## src/rtl/fifo_trig_pkg.sv

```systemverilog
package fifo_trig_pkg;
  localparam int CTL_SIDE_BIT  = 7;  // 1: transmit side addressed
  localparam int CTL_CMODE_BIT = 6;  // 1: scratch address shows count
  localparam int CTL_TBL_LO    = 4;  // two-bit table field

  function automatic logic [7:0] preset_level(input logic [1:0] tbl, input logic tx_side);
    logic [7:0] lvl;
    case (tbl)
      2'd0:    lvl = tx_side ? 8'd16 : 8'd8;
      2'd1:    lvl = tx_side ? 8'd8  : 8'd16;
      2'd2:    lvl = tx_side ? 8'd32 : 8'd56;
      default: lvl = tx_side ? 8'd64 : 8'd120;
    endcase
    return lvl;
  endfunction
endpackage

```

## src/rtl/trg_ctl_regs.sv

```systemverilog
module trg_ctl_regs
  import fifo_trig_pkg::*;
#(
  parameter int DW       = 8,
  parameter int AW       = 3,
  parameter int ADDR_CTL = 2,
  parameter int ADDR_SCR = 7
) (
  input  logic          clk,
  input  logic          rst_n,
  input  logic          wr_en,
  input  logic [AW-1:0] addr,
  input  logic [DW-1:0] wdata,
  output logic [DW-1:0] ctl_q,
  output logic [DW-1:0] scr_q,
  output logic [DW-1:0] enh_q,
  output logic          tbl_change
);
  logic ctl_en, scr_en, enh_en;

  always_comb begin
    ctl_en     = wr_en && (addr == AW'(ADDR_CTL));
    scr_en     = wr_en && (addr == AW'(ADDR_SCR)) && !ctl_q[CTL_CMODE_BIT];
    enh_en     = wr_en && (addr == AW'(ADDR_SCR)) &&  ctl_q[CTL_CMODE_BIT];
    tbl_change = ctl_en &&
                 (wdata[CTL_TBL_LO +: 2] != ctl_q[CTL_TBL_LO +: 2]);
  end

  always_ff @(posedge clk or negedge rst_n) begin
    if (!rst_n) begin
      ctl_q <= '0;
      scr_q <= '0;
      enh_q <= '0;
    end else begin
      if (ctl_en) ctl_q <= wdata;
      if (scr_en) scr_q <= wdata;
      if (enh_en) enh_q <= wdata;
    end
  end
endmodule

```

## src/rtl/trg_level_side.sv

```systemverilog
module trg_level_side
  import fifo_trig_pkg::*;
#(
  parameter int  DW      = 8,
  parameter bit  TX_SIDE = 1'b0
) (
  input  logic          clk,
  input  logic          rst_n,
  input  logic [1:0]    tbl_sel,
  input  logic          load,
  input  logic          clear,
  input  logic [DW-1:0] wdata,
  output logic [DW-1:0] level
);
  logic          cust_vld_q, cust_vld_d;
  logic [DW-1:0] cust_q;
  logic          cust_en;

  always_comb begin
    cust_en    = load && !clear;
    cust_vld_d = cust_vld_q;
    if (clear)     cust_vld_d = 1'b0;
    else if (load) cust_vld_d = 1'b1;
    level = cust_vld_q ? cust_q : DW'(preset_level(tbl_sel, TX_SIDE));
  end

  always_ff @(posedge clk or negedge rst_n) begin
    if (!rst_n) begin
      cust_vld_q <= 1'b0;
      cust_q     <= '0;
    end else begin
      cust_vld_q <= cust_vld_d;
      if (cust_en) cust_q <= wdata;
    end
  end
endmodule

```

## src/rtl/trg_readback.sv

```systemverilog
module trg_readback
  import fifo_trig_pkg::*;
#(
  parameter int DW       = 8,
  parameter int CW       = 8,
  parameter int AW       = 3,
  parameter int ADDR_TRG = 0,
  parameter int ADDR_CTL = 2,
  parameter int ADDR_SCR = 7
) (
  input  logic [AW-1:0] addr,
  input  logic [DW-1:0] ctl_q,
  input  logic [DW-1:0] scr_q,
  input  logic [CW-1:0] rx_count,
  input  logic [CW-1:0] tx_count,
  input  logic [DW-1:0] rx_level,
  input  logic [DW-1:0] tx_level,
  output logic [DW-1:0] rdata,
  output logic          rx_hit,
  output logic          tx_hit
);
  localparam int MW = (DW > CW) ? DW : CW;
  logic [DW-1:0] sel_cnt;

  always_comb begin
    sel_cnt = ctl_q[CTL_SIDE_BIT] ? DW'(tx_count) : DW'(rx_count);
    if (addr == AW'(ADDR_TRG))      rdata = sel_cnt;
    else if (addr == AW'(ADDR_CTL)) rdata = ctl_q;
    else if (addr == AW'(ADDR_SCR)) rdata = ctl_q[CTL_CMODE_BIT] ? sel_cnt : scr_q;
    else                            rdata = '0;
    rx_hit = MW'(rx_count) >= MW'(rx_level);
    tx_hit = MW'(tx_count) <= MW'(tx_level);
  end
endmodule

```

## src/rtl/fifo_trig_regs.sv

```systemverilog
module fifo_trig_regs
  import fifo_trig_pkg::*;
#(
  parameter int DEPTH    = 128,
  parameter int DW       = 8,
  parameter int AW       = 3,
  parameter int ADDR_TRG = 0,
  parameter int ADDR_CTL = 2,
  parameter int ADDR_SCR = 7,
  localparam int CW      = $clog2(DEPTH + 1)
) (
  input  logic          clk,
  input  logic          rst_n,
  input  logic          reg_wr,
  input  logic [AW-1:0] reg_addr,
  input  logic [DW-1:0] reg_wdata,
  output logic [DW-1:0] reg_rdata,
  input  logic [CW-1:0] rx_count,
  input  logic [CW-1:0] tx_count,
  output logic [DW-1:0] rx_level,
  output logic [DW-1:0] tx_level,
  output logic          rx_hit,
  output logic          tx_hit,
  output logic [DW-1:0] enh_mode
);
  logic [1:0]    rst_pipe;
  logic          rst_sync_n;
  logic [DW-1:0] ctl_q, scr_q;
  logic          tbl_change;
  logic [DW-1:0] side_level [2];

  always_ff @(posedge clk or negedge rst_n) begin
    if (!rst_n) rst_pipe <= 2'b00;
    else        rst_pipe <= {rst_pipe[0], 1'b1};
  end
  assign rst_sync_n = rst_pipe[1];

  trg_ctl_regs #(.DW(DW), .AW(AW), .ADDR_CTL(ADDR_CTL), .ADDR_SCR(ADDR_SCR)) u_ctl (
    .clk(clk), .rst_n(rst_sync_n), .wr_en(reg_wr), .addr(reg_addr),
    .wdata(reg_wdata), .ctl_q(ctl_q), .scr_q(scr_q), .enh_q(enh_mode),
    .tbl_change(tbl_change)
  );

  for (genvar s = 0; s < 2; s++) begin : g_side
    logic ld;
    assign ld = reg_wr && (reg_addr == AW'(ADDR_TRG)) &&
                (ctl_q[CTL_SIDE_BIT] == s[0]);
    trg_level_side #(.DW(DW), .TX_SIDE(s[0])) u_lvl (
      .clk(clk), .rst_n(rst_sync_n), .tbl_sel(ctl_q[CTL_TBL_LO +: 2]),
      .load(ld), .clear(tbl_change), .wdata(reg_wdata),
      .level(side_level[s])
    );
  end

  assign rx_level = side_level[0];
  assign tx_level = side_level[1];

  trg_readback #(.DW(DW), .CW(CW), .AW(AW), .ADDR_TRG(ADDR_TRG),
                 .ADDR_CTL(ADDR_CTL), .ADDR_SCR(ADDR_SCR)) u_rd (
    .addr(reg_addr), .ctl_q(ctl_q), .scr_q(scr_q), .rx_count(rx_count),
    .tx_count(tx_count), .rx_level(rx_level), .tx_level(tx_level),
    .rdata(reg_rdata), .rx_hit(rx_hit), .tx_hit(tx_hit)
  );
endmodule

```

## config.mk

```make
export PLATFORM = sky130hd
export DESIGN_NAME = fifo_trig_regs
export DESIGN_NICKNAME = d
export VERILOG_FILES = /design/src/rtl/fifo_trig_pkg.sv /design/src/rtl/trg_ctl_regs.sv /design/src/rtl/trg_level_side.sv /design/src/rtl/trg_readback.sv /design/src/rtl/fifo_trig_regs.sv
export SDC_FILE = /design/constraint.sdc
export NUM_CORES = 1
export LEC_CHECK = 0
export ABC_AREA = 1
export BUFFER_PORTS_ARGS = -buffer_cell sky130_fd_sc_hd__buf_2
export CORE_UTILIZATION = 48
export DETAILED_ROUTE_END_ITERATION = 16
export PLACE_DENSITY = 0.86
export SETUP_SLACK_MARGIN = 0.3
export SYNTH_ARGS = -nofsm -noshare
export SYNTH_HDL_FRONTEND = slang
export SYNTH_SLANG_ARGS = --single-unit
```

## constraint.sdc

```tcl
create_clock -name clk -period 1.5 [get_ports clk]
set_input_delay 0.075 -clock clk [delete_from_list [all_inputs] [get_ports clk]]
set_output_delay 0.075 -clock clk [all_outputs]
set_load 0.1 [all_outputs]
```

==> results.md <==
- Setup repair after global routing could not meet its margin everywhere.
- The die area is 5770 um^2.
- Yosys mapped the design onto 29 distinct sky130hd cell types.
- The number of max-cap violations is 0.
- In the synthesized netlist, the cells that appear most often are sky130_fd_sc_hd__nand2_1, sky130_fd_sc_hd__dfrtp_1, sky130_fd_sc_hd__inv_1.
- The leakage power is 2.31 nW.
- Summed over all instances, the cell type with the most area after synthesis is sky130_fd_sc_hd__dfrtp_1.
- The required time at the worst-slack endpoint is 1420 ps.
- The count of input and output buffers is between 60 and 70.
- In this run the number of H-tree levels came out at 2.
- For this run, asynchronously set or reset flops after synthesis account for 100%.
- The worst-case IR drop observed on VDD is 1.62 mV.
- The minimum setup slack in the final design is -926 ps.
- The die is between 70 and 80 um wide.
- The number of top-level pins is 64.
- The routing usage on met3 is 9.76%.
- In this run the power density over the cells is between 1500 and 2000 nW/um^2.
- The count of final hold-check violations was 0.
- The total number of vias is roughly 3600.
- The later-pin clock latency in the skew report is 320 ps.
- The main flop type after synthesis is sky130_fd_sc_hd__dfrtp_1.
- The synthesized design contains 0 enable-type register cells.
- The delay of the slowest critical-path stage is 410 ps.
- The routed design could run at a clock period as short as 2430 ps.
- After synthesis, flip-flops and latches occupy 41.9% of the total area.
- After global routing, the most crowded layer is met2.
- Dividing the synthesized area by the synthesized cell count gives 7.74 um^2.
- The cell area after layout is 4880 um^2.
- For this design, the slowest cell found on the critical path is sky130_fd_sc_hd__dfrtp_1.
- The number of nets in the synthesized netlist is 385.
- The met1 track utilization from global routing is 45.8%.
- The remaining design rule violation count is 0.
- The number of synthesized register bits is 44.
- The maximum operating frequency is between 400 and 500 MHz.
- The first-pass GRT wire length is 17600 um.
- The detailed-router iteration count before antenna repair is 7.
- The master cell of the clock root buffer is sky130_fd_sc_hd__clkbuf_8.
- Counting the buffers created by CTS gives 5.
- The die is 76.0 um tall.
- The number of placement rows is 26.
- The worst setup path category is reg -> out.
- The checks that failed: negative setup slack.
- The area growth from synthesis to layout is 85.9%.
- Of all nets on the critical path, the largest fanout is 4.
- The aggregate global routing overflow is 0.
- The kind of end point of the critical path is a primary output.
- In this run the cell area of the synthesized design comes to 2630 um^2.
- In this run the biggest area consumer among cell types represents 41.9% of the synthesized area.
- The number of antenna violations at the first check in global routing is 1.
- The worst pin sits at a relative slew slack of about three fifths.
- For this run, the post-layout net count is ~510.
- Dividing the detail-routed wire length by the instance count gives 28.4 um.
- The maximum clock insertion buffer count is 2.
- The worst setup path is launched from a register.
- The final cell utilization of the core is 94.4%.
- Data arrives at the worst endpoint at ~2400 ps.
- The area of the core is slightly above 5000 um^2.
- Walking the worst path, the cells encountered are inv_2 > o21ai_4 > o21ai_4 > ha_4 > a21oi_1 > nor2_1 > nor2_2 > nand2_2 > nand2_8 > buf_12.
- The actual slew at the worst max-slew pin is slightly below 600 ps.
- The cell count after synthesis came out at roughly 340.
- Once detailed placement completed, the half-perimeter wirelength came to 5710 um.
- The initial detailed-routing violation count is 462.
- The final setup skew is approximately 19 ps.
- The routed wire length is approximately 15000 um.
- After clock tree synthesis, the clock-pin slew on the worst setup and hold paths is 90 ps.
- The max-slew violation total from the final report is 0.
- The fraction of the cycle the final worst path needs is 162%.
- Setup violations remaining at the end of the flow were counted as 31.
- The maximum number of pins on one net before global-route repair is 26.
- Once the floorplan was initialized, standard cells occupied between 50% and 60% of the core.
- The via count of the first global-routing pass is roughly 3300.
- The most numerous cell type found on the critical path is sky130_fd_sc_hd__o21ai_4.
- The CTS tree is yes.
- The area after detailed placement is 3680 um^2.
- The Yosys step of the flow raised 0 warnings.
- By area the synthesized netlist is led by sky130_fd_sc_hd__dfrtp_1, sky130_fd_sc_hd__nand2_1, sky130_fd_sc_hd__ha_1.
- The met2 capacity usage during global routing is 65.4%.
- The run finished, with violations left.
- The path class of the tightest hold or removal check is in -> reg.
- The all-layer global routing usage is 40.5%.
- The congestion estimate from routability-driven global placement came to just under 0.9.
- The cell with the most instances after synthesis is sky130_fd_sc_hd__nand2_1.
- The routed via count divided by cell count is 6.74.
- The detail route stage leaves a number of antenna-violating nets equal to 0.
- Cells with a size suffix above 1 make up 62.7% of the layout.
- The total clock sinks is 44.
-- what timing repair did --
item	CTS	global route
endpoints found under the hold margin	2	0
pin swaps	25	38
cloned	4	1
setup endpoints to repair	40	53
hold buffers	1	0
buffers inserted	11	9
gates resized for setup	145	93
-- metal layers --
layer  share of wire, %  up-vias
li1                   -     1328
met1                 31     1637
met2                 43      427
met3                 14      193
met4                 12        0
met5                  0        -
-- report_power, final --
group | internal [mW] | switching [mW]
Combinational | 2.13 | 3.66
Clock | 0.546 | 0.465
Sequential | 1.47 | 0.398
-- state kept, by name, summed over array words and instances (netlist names) --
register                 flops
u_ctl.ctl_q                  8
g_side.u_lvl.cust_q         16
u_ctl.scr_q                  8
rst_pipe                     2
g_side.u_lvl.cust_vld_q      2
u_ctl.enh_q                  8
-- layout make-up --
class	count	area, um^2
clock inverters	2	38.8
fillers	135	292
repair inverters	1	11.3
clock buffers	6	82.6
repair buffers	118	1250
well taps	70	87.6
inverters	43	221
flip-flops and latches	44	1110
diodes	1	2.50
multi-input cells	247	2070
-- logic make-up after synthesis --
kind of cell | count (synthesis) | share of synthesized area, %
adders and majority gates | 16 | 7.63
other | 1 | 0.143
and+or+nand+nor | 158 | 25.7
xor gates and xnor gates | 2 | 0.667
buffers and inverters | 52 | 8.63
AOI/OAI and AO/OA | 66 | 15.3
DFF | 44 | 41.9
-- placed cells by master (no fill, tap or decap), types with 2 or more instances in the layout --
| cell | instances |
|---|---|
| sky130_fd_sc_hd__nor3_4 | 2 |
| sky130_fd_sc_hd__a21oi_1 | 2 |
| sky130_fd_sc_hd__o21ai_4 | 13 |
| sky130_fd_sc_hd__o211ai_1 | 3 |
| sky130_fd_sc_hd__clkbuf_8 | 6 |
| sky130_fd_sc_hd__buf_4 | 17 |
| sky130_fd_sc_hd__nor2_2 | 7 |
| sky130_fd_sc_hd__buf_12 | 24 |
| sky130_fd_sc_hd__o21ai_1 | 4 |
| sky130_fd_sc_hd__inv_2 | 8 |
| sky130_fd_sc_hd__clkinvlp_4 | 6 |
| sky130_fd_sc_hd__dfrtp_1 | 38 |
| sky130_fd_sc_hd__ha_1 | 7 |
| sky130_fd_sc_hd__clkbuf_4 | 3 |
| sky130_fd_sc_hd__nand2_1 | 57 |
| sky130_fd_sc_hd__clkinv_4 | 2 |
| sky130_fd_sc_hd__nor2_1 | 14 |
| sky130_fd_sc_hd__nor2_4 | 4 |
| sky130_fd_sc_hd__inv_8 | 2 |
| sky130_fd_sc_hd__ha_4 | 9 |
| sky130_fd_sc_hd__o21ai_2 | 22 |
| sky130_fd_sc_hd__buf_2 | 34 |
| sky130_fd_sc_hd__buf_6 | 38 |
| sky130_fd_sc_hd__dfrtp_2 | 6 |
| sky130_fd_sc_hd__nand3_4 | 11 |
| sky130_fd_sc_hd__nand2_2 | 35 |
| sky130_fd_sc_hd__inv_1 | 21 |
| sky130_fd_sc_hd__o21ai_0 | 19 |
| sky130_fd_sc_hd__xnor2_1 | 2 |
| sky130_fd_sc_hd__inv_4 | 5 |
| sky130_fd_sc_hd__nand2_4 | 27 |
-- final timing paths --
path,end,slack [ps],from,cells past startpoint
worst max-delay path,tx_hit,-930,u_ctl.ctl_q[5],10
worst min-delay path,u_ctl.ctl_q[7],40,reg_wdata[7],3
worst max register to register,g_side[0].u_lvl.cust_q[0],-80,u_ctl.ctl_q[7],8
worst min register to register,u_ctl.scr_q[3],250,rst_pipe[1],0
max in group asynchronous,g_side[0].u_lvl.cust_vld_q,730,rst_pipe[1],1
min in group asynchronous,rst_pipe[0],70,rst_n,2
-- worst max-delay path: cells and delay by family, from the launching register on --
family / cells / cell delay, ps
simple gates: 4 / 480
fa+ha+maj: 1 / 250
buf+inv: 2 / 290
flops: 1 / 410
compound gates: 3 / 600
-- stage by stage --
step | instances | TNS, ps | power [mW] | hold WS, ps | worst slack, ps
2_1_floorplan | 339 | -2880 | 4.39 | -221 | -683
3_3_place_gp | 497 | -549 | 5.57 | -138 | -273
3_5_place_dp | 497 | -958 | 5.69 | -139 | -507
4_1_cts | 521 | -2320 | 7.31 | 5.38 | -616
5_1_grt | 532 | -5860 | 8.78 | 28.9 | -859
6_report | 532 | -5590 | 8.67 | 36.9 | -926
No activity file was read; power rests on OpenSTA's default activity.
